**src/rtl/pss_pkg.sv**
```systemverilog
package pss_pkg;
  // Strobes from burst control to the sinc datapath
  typedef struct packed {
    logic dec;   // decimate: capture differencing history this cycle
    logic last;  // final decimation of the burst: publish result
  } pss_strobe_t;
endpackage

```
**src/rtl/pss_modin.sv**
```systemverilog
module pss_modin (
  input  logic clk,
  input  logic rstN,
  input  logic modClk,
  input  logic modData,
  output logic modEdge,
  output logic modBit
);
  logic modClkQ;

  always_ff @(posedge clk) begin
    if (!rstN) modClkQ <= 1'b0;
    else       modClkQ <= modClk;
  end

  // First system clock in which the modulator clock is seen high
  assign modEdge = modClk & ~modClkQ;
  assign modBit  = modData;
endmodule

```
**src/rtl/pss_control.sv**
```systemverilog
module pss_control
  import pss_pkg::*;
#(
  parameter int TIMER_W      = 16,
  parameter int SEL_W        = 3,
  parameter int MIN_OSR_LOG2 = 4,
  parameter int MAX_OSR_LOG2 = 8,
  parameter int DEF_OSR_LOG2 = 6,
  parameter int SETTLE_N     = 4
) (
  input  logic               clk,
  input  logic               rstN,
  input  logic               syncPulse,
  input  logic               modEdge,
  input  logic [SEL_W-1:0]   osrSel,
  input  logic               dualMode,
  input  logic [TIMER_W-1:0] trigOffsetA,
  input  logic [TIMER_W-1:0] trigOffsetB,
  output pss_strobe_t        strobe,
  output logic               burstSlot
);
  localparam int CNT_W    = MAX_OSR_LOG2;
  localparam int OSR_W    = MAX_OSR_LOG2 + 1;
  localparam int NUM_W    = (SETTLE_N > 2) ? $clog2(SETTLE_N) : 1;
  localparam int MAX_CODE = MAX_OSR_LOG2 - MIN_OSR_LOG2;
  localparam logic [TIMER_W-1:0] TIMER_MAX = '1;

  logic [TIMER_W-1:0] timerQ;
  logic               burstActive;
  logic [CNT_W-1:0]   edgeCnt;
  logic [NUM_W-1:0]   sampleNo;
  logic [OSR_W-1:0]   osrVal;
  logic [CNT_W-1:0]   edgeLoad;
  logic               hitA, hitB, trigHit;

  always_comb begin
    if (osrSel <= SEL_W'(MAX_CODE))
      osrVal = OSR_W'(1) << (32'(osrSel) + MIN_OSR_LOG2);
    else
      osrVal = OSR_W'(1) << DEF_OSR_LOG2;
    edgeLoad = CNT_W'(osrVal - OSR_W'(1));
  end

  assign hitA    = (timerQ == trigOffsetA);
  assign hitB    = dualMode && (timerQ == trigOffsetB);
  assign trigHit = !syncPulse && !burstActive && (hitA || hitB);

  assign strobe.dec  = burstActive && modEdge && !syncPulse && (edgeCnt == '0);
  assign strobe.last = strobe.dec && (sampleNo == NUM_W'(SETTLE_N - 1));

  always_ff @(posedge clk) begin
    if (!rstN) begin
      timerQ <= '0;
    end else if (syncPulse) begin
      timerQ <= '0;
    end else if (timerQ != TIMER_MAX) begin
      timerQ <= timerQ + TIMER_W'(1);
    end
  end

  always_ff @(posedge clk) begin
    if (!rstN) begin
      burstActive <= 1'b0;
      edgeCnt     <= '0;
      sampleNo    <= '0;
      burstSlot   <= 1'b0;
    end else if (syncPulse) begin
      burstActive <= 1'b0;
    end else if (trigHit) begin
      burstActive <= 1'b1;
      edgeCnt     <= '0;
      sampleNo    <= '0;
      burstSlot   <= !hitA;
    end else if (burstActive && modEdge) begin
      if (edgeCnt == '0) begin
        edgeCnt  <= edgeLoad;
        sampleNo <= sampleNo + NUM_W'(1);
        if (strobe.last) burstActive <= 1'b0;
      end else begin
        edgeCnt <= edgeCnt - CNT_W'(1);
      end
    end
  end

  // the timer restarts from zero after every sync
  assert_sync_clears_timer_R4: assert property (@(posedge clk) disable iff (!rstN)
    syncPulse |=> (timerQ == '0));

  // a sync always ends a running burst
  assert_sync_abort_R8: assert property (@(posedge clk) disable iff (!rstN)
    syncPulse |=> !burstActive);

  // sample spacing counts only modulator edges
  assert_count_hold_R5: assert property (@(posedge clk) disable iff (!rstN)
    (burstActive && !modEdge && !syncPulse) |=> $stable(edgeCnt));
endmodule

```
**src/rtl/pss_datapath.sv**
```systemverilog
module pss_datapath
  import pss_pkg::*;
#(
  parameter int ORDER = 3,
  parameter int ACC_W = 25
) (
  input  logic             clk,
  input  logic             rstN,
  input  logic             modEdge,
  input  logic             modBit,
  input  pss_strobe_t      strobe,
  output logic [ACC_W-1:0] sampleOut,
  output logic             sampleValid
);
  logic [ACC_W-1:0] integ   [ORDER];
  logic [ACC_W-1:0] combIn  [ORDER+1];
  logic [ACC_W-1:0] combHist[ORDER];

  // Integrators: advance on each modulator bit, wrap modulo 2^ACC_W
  for (genvar g = 0; g < ORDER; g++) begin : g_integ
    logic [ACC_W-1:0] addend;
    if (g == 0) begin : g_first
      assign addend = {{(ACC_W-1){1'b0}}, modBit};
    end else begin : g_next
      assign addend = integ[g-1];
    end
    always_ff @(posedge clk) begin
      if (!rstN)        integ[g] <= '0;
      else if (modEdge) integ[g] <= integ[g] + addend;
    end
  end

  // Differencing stages: history captured only on decimation
  assign combIn[0] = integ[ORDER-1];
  for (genvar g = 0; g < ORDER; g++) begin : g_comb
    assign combIn[g+1] = combIn[g] - combHist[g];
    always_ff @(posedge clk) begin
      if (!rstN)           combHist[g] <= '0;
      else if (strobe.dec) combHist[g] <= combIn[g];
    end
  end

  always_ff @(posedge clk) begin
    if (!rstN) begin
      sampleOut   <= '0;
      sampleValid <= 1'b0;
    end else begin
      sampleValid <= strobe.last;
      if (strobe.last) sampleOut <= combIn[ORDER];
    end
  end

  // the result strobe is a single clock wide
  assert_valid_pulse_R5: assert property (@(posedge clk) disable iff (!rstN)
    sampleValid |=> !sampleValid);

  // a result appears only after a final decimation
  assert_valid_after_last_R5: assert property (@(posedge clk) disable iff (!rstN)
    $rose(sampleValid) |-> $past(strobe.last));

  // the first integrator moves only on a modulator edge
  assert_integ_hold_R10: assert property (@(posedge clk) disable iff (!rstN)
    !modEdge |=> $stable(integ[0]));
endmodule

```
**src/rtl/pwm_sinc_sampler.sv**
```systemverilog
module pwm_sinc_sampler
  import pss_pkg::*;
#(
  parameter int TIMER_W      = 16,
  parameter int SEL_W        = 3,
  parameter int MIN_OSR_LOG2 = 4,
  parameter int MAX_OSR_LOG2 = 8,
  parameter int DEF_OSR_LOG2 = 6,
  parameter int ORDER        = 3,
  parameter int SETTLE_N     = 4,
  localparam int ACC_W       = 1 + ORDER * MAX_OSR_LOG2
) (
  input  logic               clk,
  input  logic               rstN,
  input  logic               modClk,
  input  logic               modData,
  input  logic               syncPulse,
  input  logic [SEL_W-1:0]   osrSel,
  input  logic               dualMode,
  input  logic [TIMER_W-1:0] trigOffsetA,
  input  logic [TIMER_W-1:0] trigOffsetB,
  output logic [ACC_W-1:0]   sampleOut,
  output logic               sampleValid,
  output logic               sampleSlot
);
  logic        modEdge;
  logic        modBit;
  pss_strobe_t strobe;

  pss_modin u_modin (
    .clk     (clk),
    .rstN    (rstN),
    .modClk  (modClk),
    .modData (modData),
    .modEdge (modEdge),
    .modBit  (modBit)
  );

  pss_control #(
    .TIMER_W      (TIMER_W),
    .SEL_W        (SEL_W),
    .MIN_OSR_LOG2 (MIN_OSR_LOG2),
    .MAX_OSR_LOG2 (MAX_OSR_LOG2),
    .DEF_OSR_LOG2 (DEF_OSR_LOG2),
    .SETTLE_N     (SETTLE_N)
  ) u_control (
    .clk         (clk),
    .rstN        (rstN),
    .syncPulse   (syncPulse),
    .modEdge     (modEdge),
    .osrSel      (osrSel),
    .dualMode    (dualMode),
    .trigOffsetA (trigOffsetA),
    .trigOffsetB (trigOffsetB),
    .strobe      (strobe),
    .burstSlot   (sampleSlot)
  );

  pss_datapath #(
    .ORDER (ORDER),
    .ACC_W (ACC_W)
  ) u_datapath (
    .clk         (clk),
    .rstN        (rstN),
    .modEdge     (modEdge),
    .modBit      (modBit),
    .strobe      (strobe),
    .sampleOut   (sampleOut),
    .sampleValid (sampleValid)
  );
endmodule

```
**config.mk**
```make
export PLATFORM = sky130hd
export DESIGN_NAME = pwm_sinc_sampler
export DESIGN_NICKNAME = d
export VERILOG_FILES = /design/src/rtl/pss_pkg.sv /design/src/rtl/pss_modin.sv /design/src/rtl/pss_control.sv /design/src/rtl/pss_datapath.sv /design/src/rtl/pwm_sinc_sampler.sv
export SDC_FILE = /design/constraint.sdc
export NUM_CORES = 1
export LEC_CHECK = 0
export BUFFER_PORTS_ARGS = -buffer_cell sky130_fd_sc_hd__buf_4
export CORE_UTILIZATION = 55
export DETAILED_ROUTE_END_ITERATION = 10
export PLACE_DENSITY_LB_ADDON = 0.08
export SYNTH_ARGS = -nofsm -noshare
export SYNTH_HDL_FRONTEND = slang
export SYNTH_HIERARCHICAL = 1
export SYNTH_SLANG_ARGS = --single-unit
```
**constraint.sdc**
```tcl
create_clock -name clk -period 7.41 [get_ports clk]
set_input_delay 1.482 -clock clk [delete_from_list [all_inputs] [get_ports clk]]
set_output_delay 1.482 -clock clk [all_outputs]
set_load 0.01 [all_outputs]
```
==> flow_summary_export.csv <==
group,metric,value,unit
routing,routed_via_density,5.57,
layout,final_common_cell,"edfxtp_1",
sta,rsz0062_at_grt,"no",
routing,ant_nets,0,
clock_tree,insertion_delay,0.51,ns
critical_path,critPathArrivalTime,6.46,ns
min_path,holdCritPathClass,"reg2reg",
placed_design,dp_cells,1864,
logic_synthesis,yosys_warnings,6,
critical_path,cp-end-kind,"register",
power_and_ir_drop,irDropWorstVdd,0.230,mV
critical_path,crit_path_start_kind,"register",
clock_tree,post-cts-setup-buffers,0,
outcome,outcome,"complete, no violations",
logic_synthesis,ys.flop_type,"edfxtp_1",
floorplanning,fp.dieArea,0.0266,mm2
clock_tree,hold_buffers,0,
global_route,grt_pass1_wl,46600,um
logic_synthesis,yosys.cell_types.count,75,
sta,tns,0,ns
clock_tree,numCtsBuffers,24,
critical_path,critPathKind,"reg2reg",
clock_tree,cts_root_buf,"clkbuf_16",
logic_synthesis,synth_area_leaders,"edfxtp_1 32%, ha_1 11%, dfxtp_1 7.7%",
logic_synthesis,syn_avg_cell_area,9.41,um2
power_and_ir_drop,seqPwrFrac,0.332,
routing,dr.pass1.iters,5,
layout,fin_nets,1731,
routing,route.vias.total,10623,
clock_tree,clk_path_buf_depth,3,
logic_synthesis,synth-edff-count,150,
layout,antenna_cells,0,
power_and_ir_drop,p_leak,6.83,nW
power_and_ir_drop,power,0.00401,W
global_route,grt-ovfl-total,0,
power_and_ir_drop,powerDensity,255,mW/mm2
logic_synthesis,yosys.area.top_type,"edfxtp_1",
floorplanning,die_x,163,um
sta,finalClockSkew,0.00916,ns
sta,post-route-min-period,6.07,ns
placed_design,place_hpwl,19900,um
power_and_ir_drop,pwr-share-clk,0.265,
floorplanning,initial_utilization,0.563,
power_and_ir_drop,switching_power,0.00140,W
clock_tree,numClockSinks,205,
run,drv_cap,0,
floorplanning,io_pins,68,
placed_design,place_ws,1.37,ns
global_route,grt_max_degree,104,
layout,area_growth,10.3,%
sta,finalHoldViolations,0,
sta,setup_viol,0,
logic_synthesis,netlist_area,0.0143,mm2
routing,drc,0,
routing,drt_iter0_drc,514,
critical_path,crit_fanout,5,
logic_synthesis,async_reset_ff_frac,0,
global_route,grtUsageTotal,0.212,
clock_tree,clkTransAtPathRegs,0.06,ns
sta,drv_slew,0,
floorplanning,core,0.0253,mm2
clock_tree,cts-resized-gates,0,
global_route,antenna_found_initial,0,
placed_design,place_congestion,0.858,
power_and_ir_drop,cell_internal_pwr,0.00261,W
global_route,grt_pass1_vias,10084,
logic_synthesis,yosysSeqAreaShare,0.393,
sta,slew_headroom,0.332,
critical_path,worstPathRequired,7.79,ns
sta,whs,0.478,ns
logic_synthesis,synth_top_area_frac,0.316,
power_and_ir_drop,switching_share,0.349,
clock_tree,cts_tree,"yes",
routing,wl,27600,um
logic_synthesis,syn_nets,1687,
placed_design,portBuffers,67,
clock_tree,h-tree-depth,1,
sta,fin_crit_sh,0.820,
routing,post_drt_wl_per_cell,14.5,um
sta,fmax,0.165,GHz
logic_synthesis,ys_ff_latch,205,
layout,finalNonFillerCells,1908,
floorplanning,die_y,163,um
layout,drive_above_1_share,0.0792,
floorplanning,core.rowCount,58,
logic_synthesis,syn_inst,1516,
power_and_ir_drop,power_frac_comb,0.403,
sta,tightest_slew,1.00,ns
sta,worst_slack,1.34,ns
layout,mostFrequentLayoutCells,"150 x edfxtp_1, 148 x nor2_1, 125 x ha_1",
## area by class of cell
type | count | area [um2]
fillers | 2164 | 9600
multi-input cells | 1144 | 8050
flip-flops and latches | 205 | 5610
clock buffers | 33 | 656
repair buffers | 71 | 533
inverters | 114 | 428
well taps | 330 | 413
clock inverters | 11 | 50.0
## power by group through the flow
stage                     Sequential, W  Combinational [W]  Clock [W]
final                           0.00133            0.00162    0.00106
after global routing            0.00134            0.00182    0.00114
after CTS                       0.00133            0.00161    0.00109
after detailed placement        0.00136            0.00160          0
after global placement          0.00135            0.00158          0
after floorplan                 0.00134            0.00131          0
## path summary, 6_finish.rpt
| check | depth (start not counted) | end | startpoint | slack (ns) |
|---|---|---|---|---|
| setup / recovery | 25 | u_datapath/sampleOut[24] | u_datapath/integ[2][1] | 1.34 |
| hold / removal | 1 | u_control/burstSlot | u_control/burstSlot | 0.48 |
| setup reg to reg | 25 | u_datapath/sampleOut[24] | u_datapath/integ[2][1] | 1.34 |
| hold reg to reg | 1 | u_control/burstSlot | u_control/burstSlot | 0.48 |
## kinds of logic (layout without fill, tap and decap cells)
logic type / after synthesis / in the layout / synth area share
xor gates and xnor gates: 161 / 161 / 0.0989
muxes: 24 / 24 / 0.0171
AOI/OAI and AO/OA: 330 / 330 / 0.150
adders and majority gates: 130 / 130 / 0.117
and+or+nand+nor: 499 / 499 / 0.180
buffers and inverters: 167 / 229 / 0.0444
DFF: 205 / 205 / 0.393
## registers in the layout (all words and copies together) (netlist names)
register                count
u_control/sampleNo          2
u_datapath/sampleValid      1
u_modin/modClkQ             1
u_control/burstActive       1
u_control/edgeCnt           8
u_datapath/combHist        75
u_datapath/sampleOut       25
u_control/timerQ           16
u_datapath/integ           75
u_control/burstSlot         1
## metal layers
layer / vias to the layer above / global-route usage / part of all wire
li1: 5537 / - / -
met1: 4913 / 0.281 / 0.49
met2: 140 / 0.370 / 0.47
met3: 33 / 0.0254 / 0.029
met4: 0 / 0.0472 / 0.018
met5: - / 0 / 0
## cells in the mapped netlist (all sizes together) (4+ instances only)
library cell  instances
a211oi               18
nand2b               18
nor2b                39
nor4                 14
ha                  125
or4                   4
o21ai                62
buf                   4
inv                 114
o211ai                5
and4                  7
fa                    5
edfxtp              150
o31ai                 8
nor2                148
nand2                80
nor3b                 5
a21boi                5
and3                 81
a21o                 41
xnor2                74
o211a                 6
a21oi               105
or2                   4
nand3b                4
nand3                21
a221oi                5
nor4b                 4
o21a                 16
and2                 10
mux2i                21
xor2                 87
nand4                14
clkbuf               49
dfxtp                55
o21bai               11
nor3                 28
or3                  15
a211o                 4
a31oi                18
## through the flow
stage | cell area [um2] | utilization
after global placement | 15000 | 0.593
final | 15700 | 0.621
after CTS | 15700 | 0.621
after detailed placement | 15000 | 0.593
after floorplan | 14300 | -
after global routing | 15700 | 0.621
## worst max-delay path, stage by stage (launching register included)
cell       delay, ns
edfxtp_1        0.46
ha_1            0.31
nor2b_1         0.13
o21ai_0         0.23
a21o_1          0.18
a31oi_1         0.13
o21ai_0         0.26
nand2_1         0.11
a2111oi_0       0.47
nor3_1          0.13
xor2_1          0.18
ha_1            0.38
a21o_2          0.25
a2111oi_2       0.36
o311ai_1        0.18
a41oi_2         0.33
xnor2_1         0.19
ha_1            0.30
a21oi_1         0.28
a21boi_0        0.14
o22a_1          0.26
a21oi_1         0.21
a21oi_1         0.10
xor2_1          0.17
xnor2_1         0.13
a21oi_1         0.08
Power figures use the tool's default switching activity.
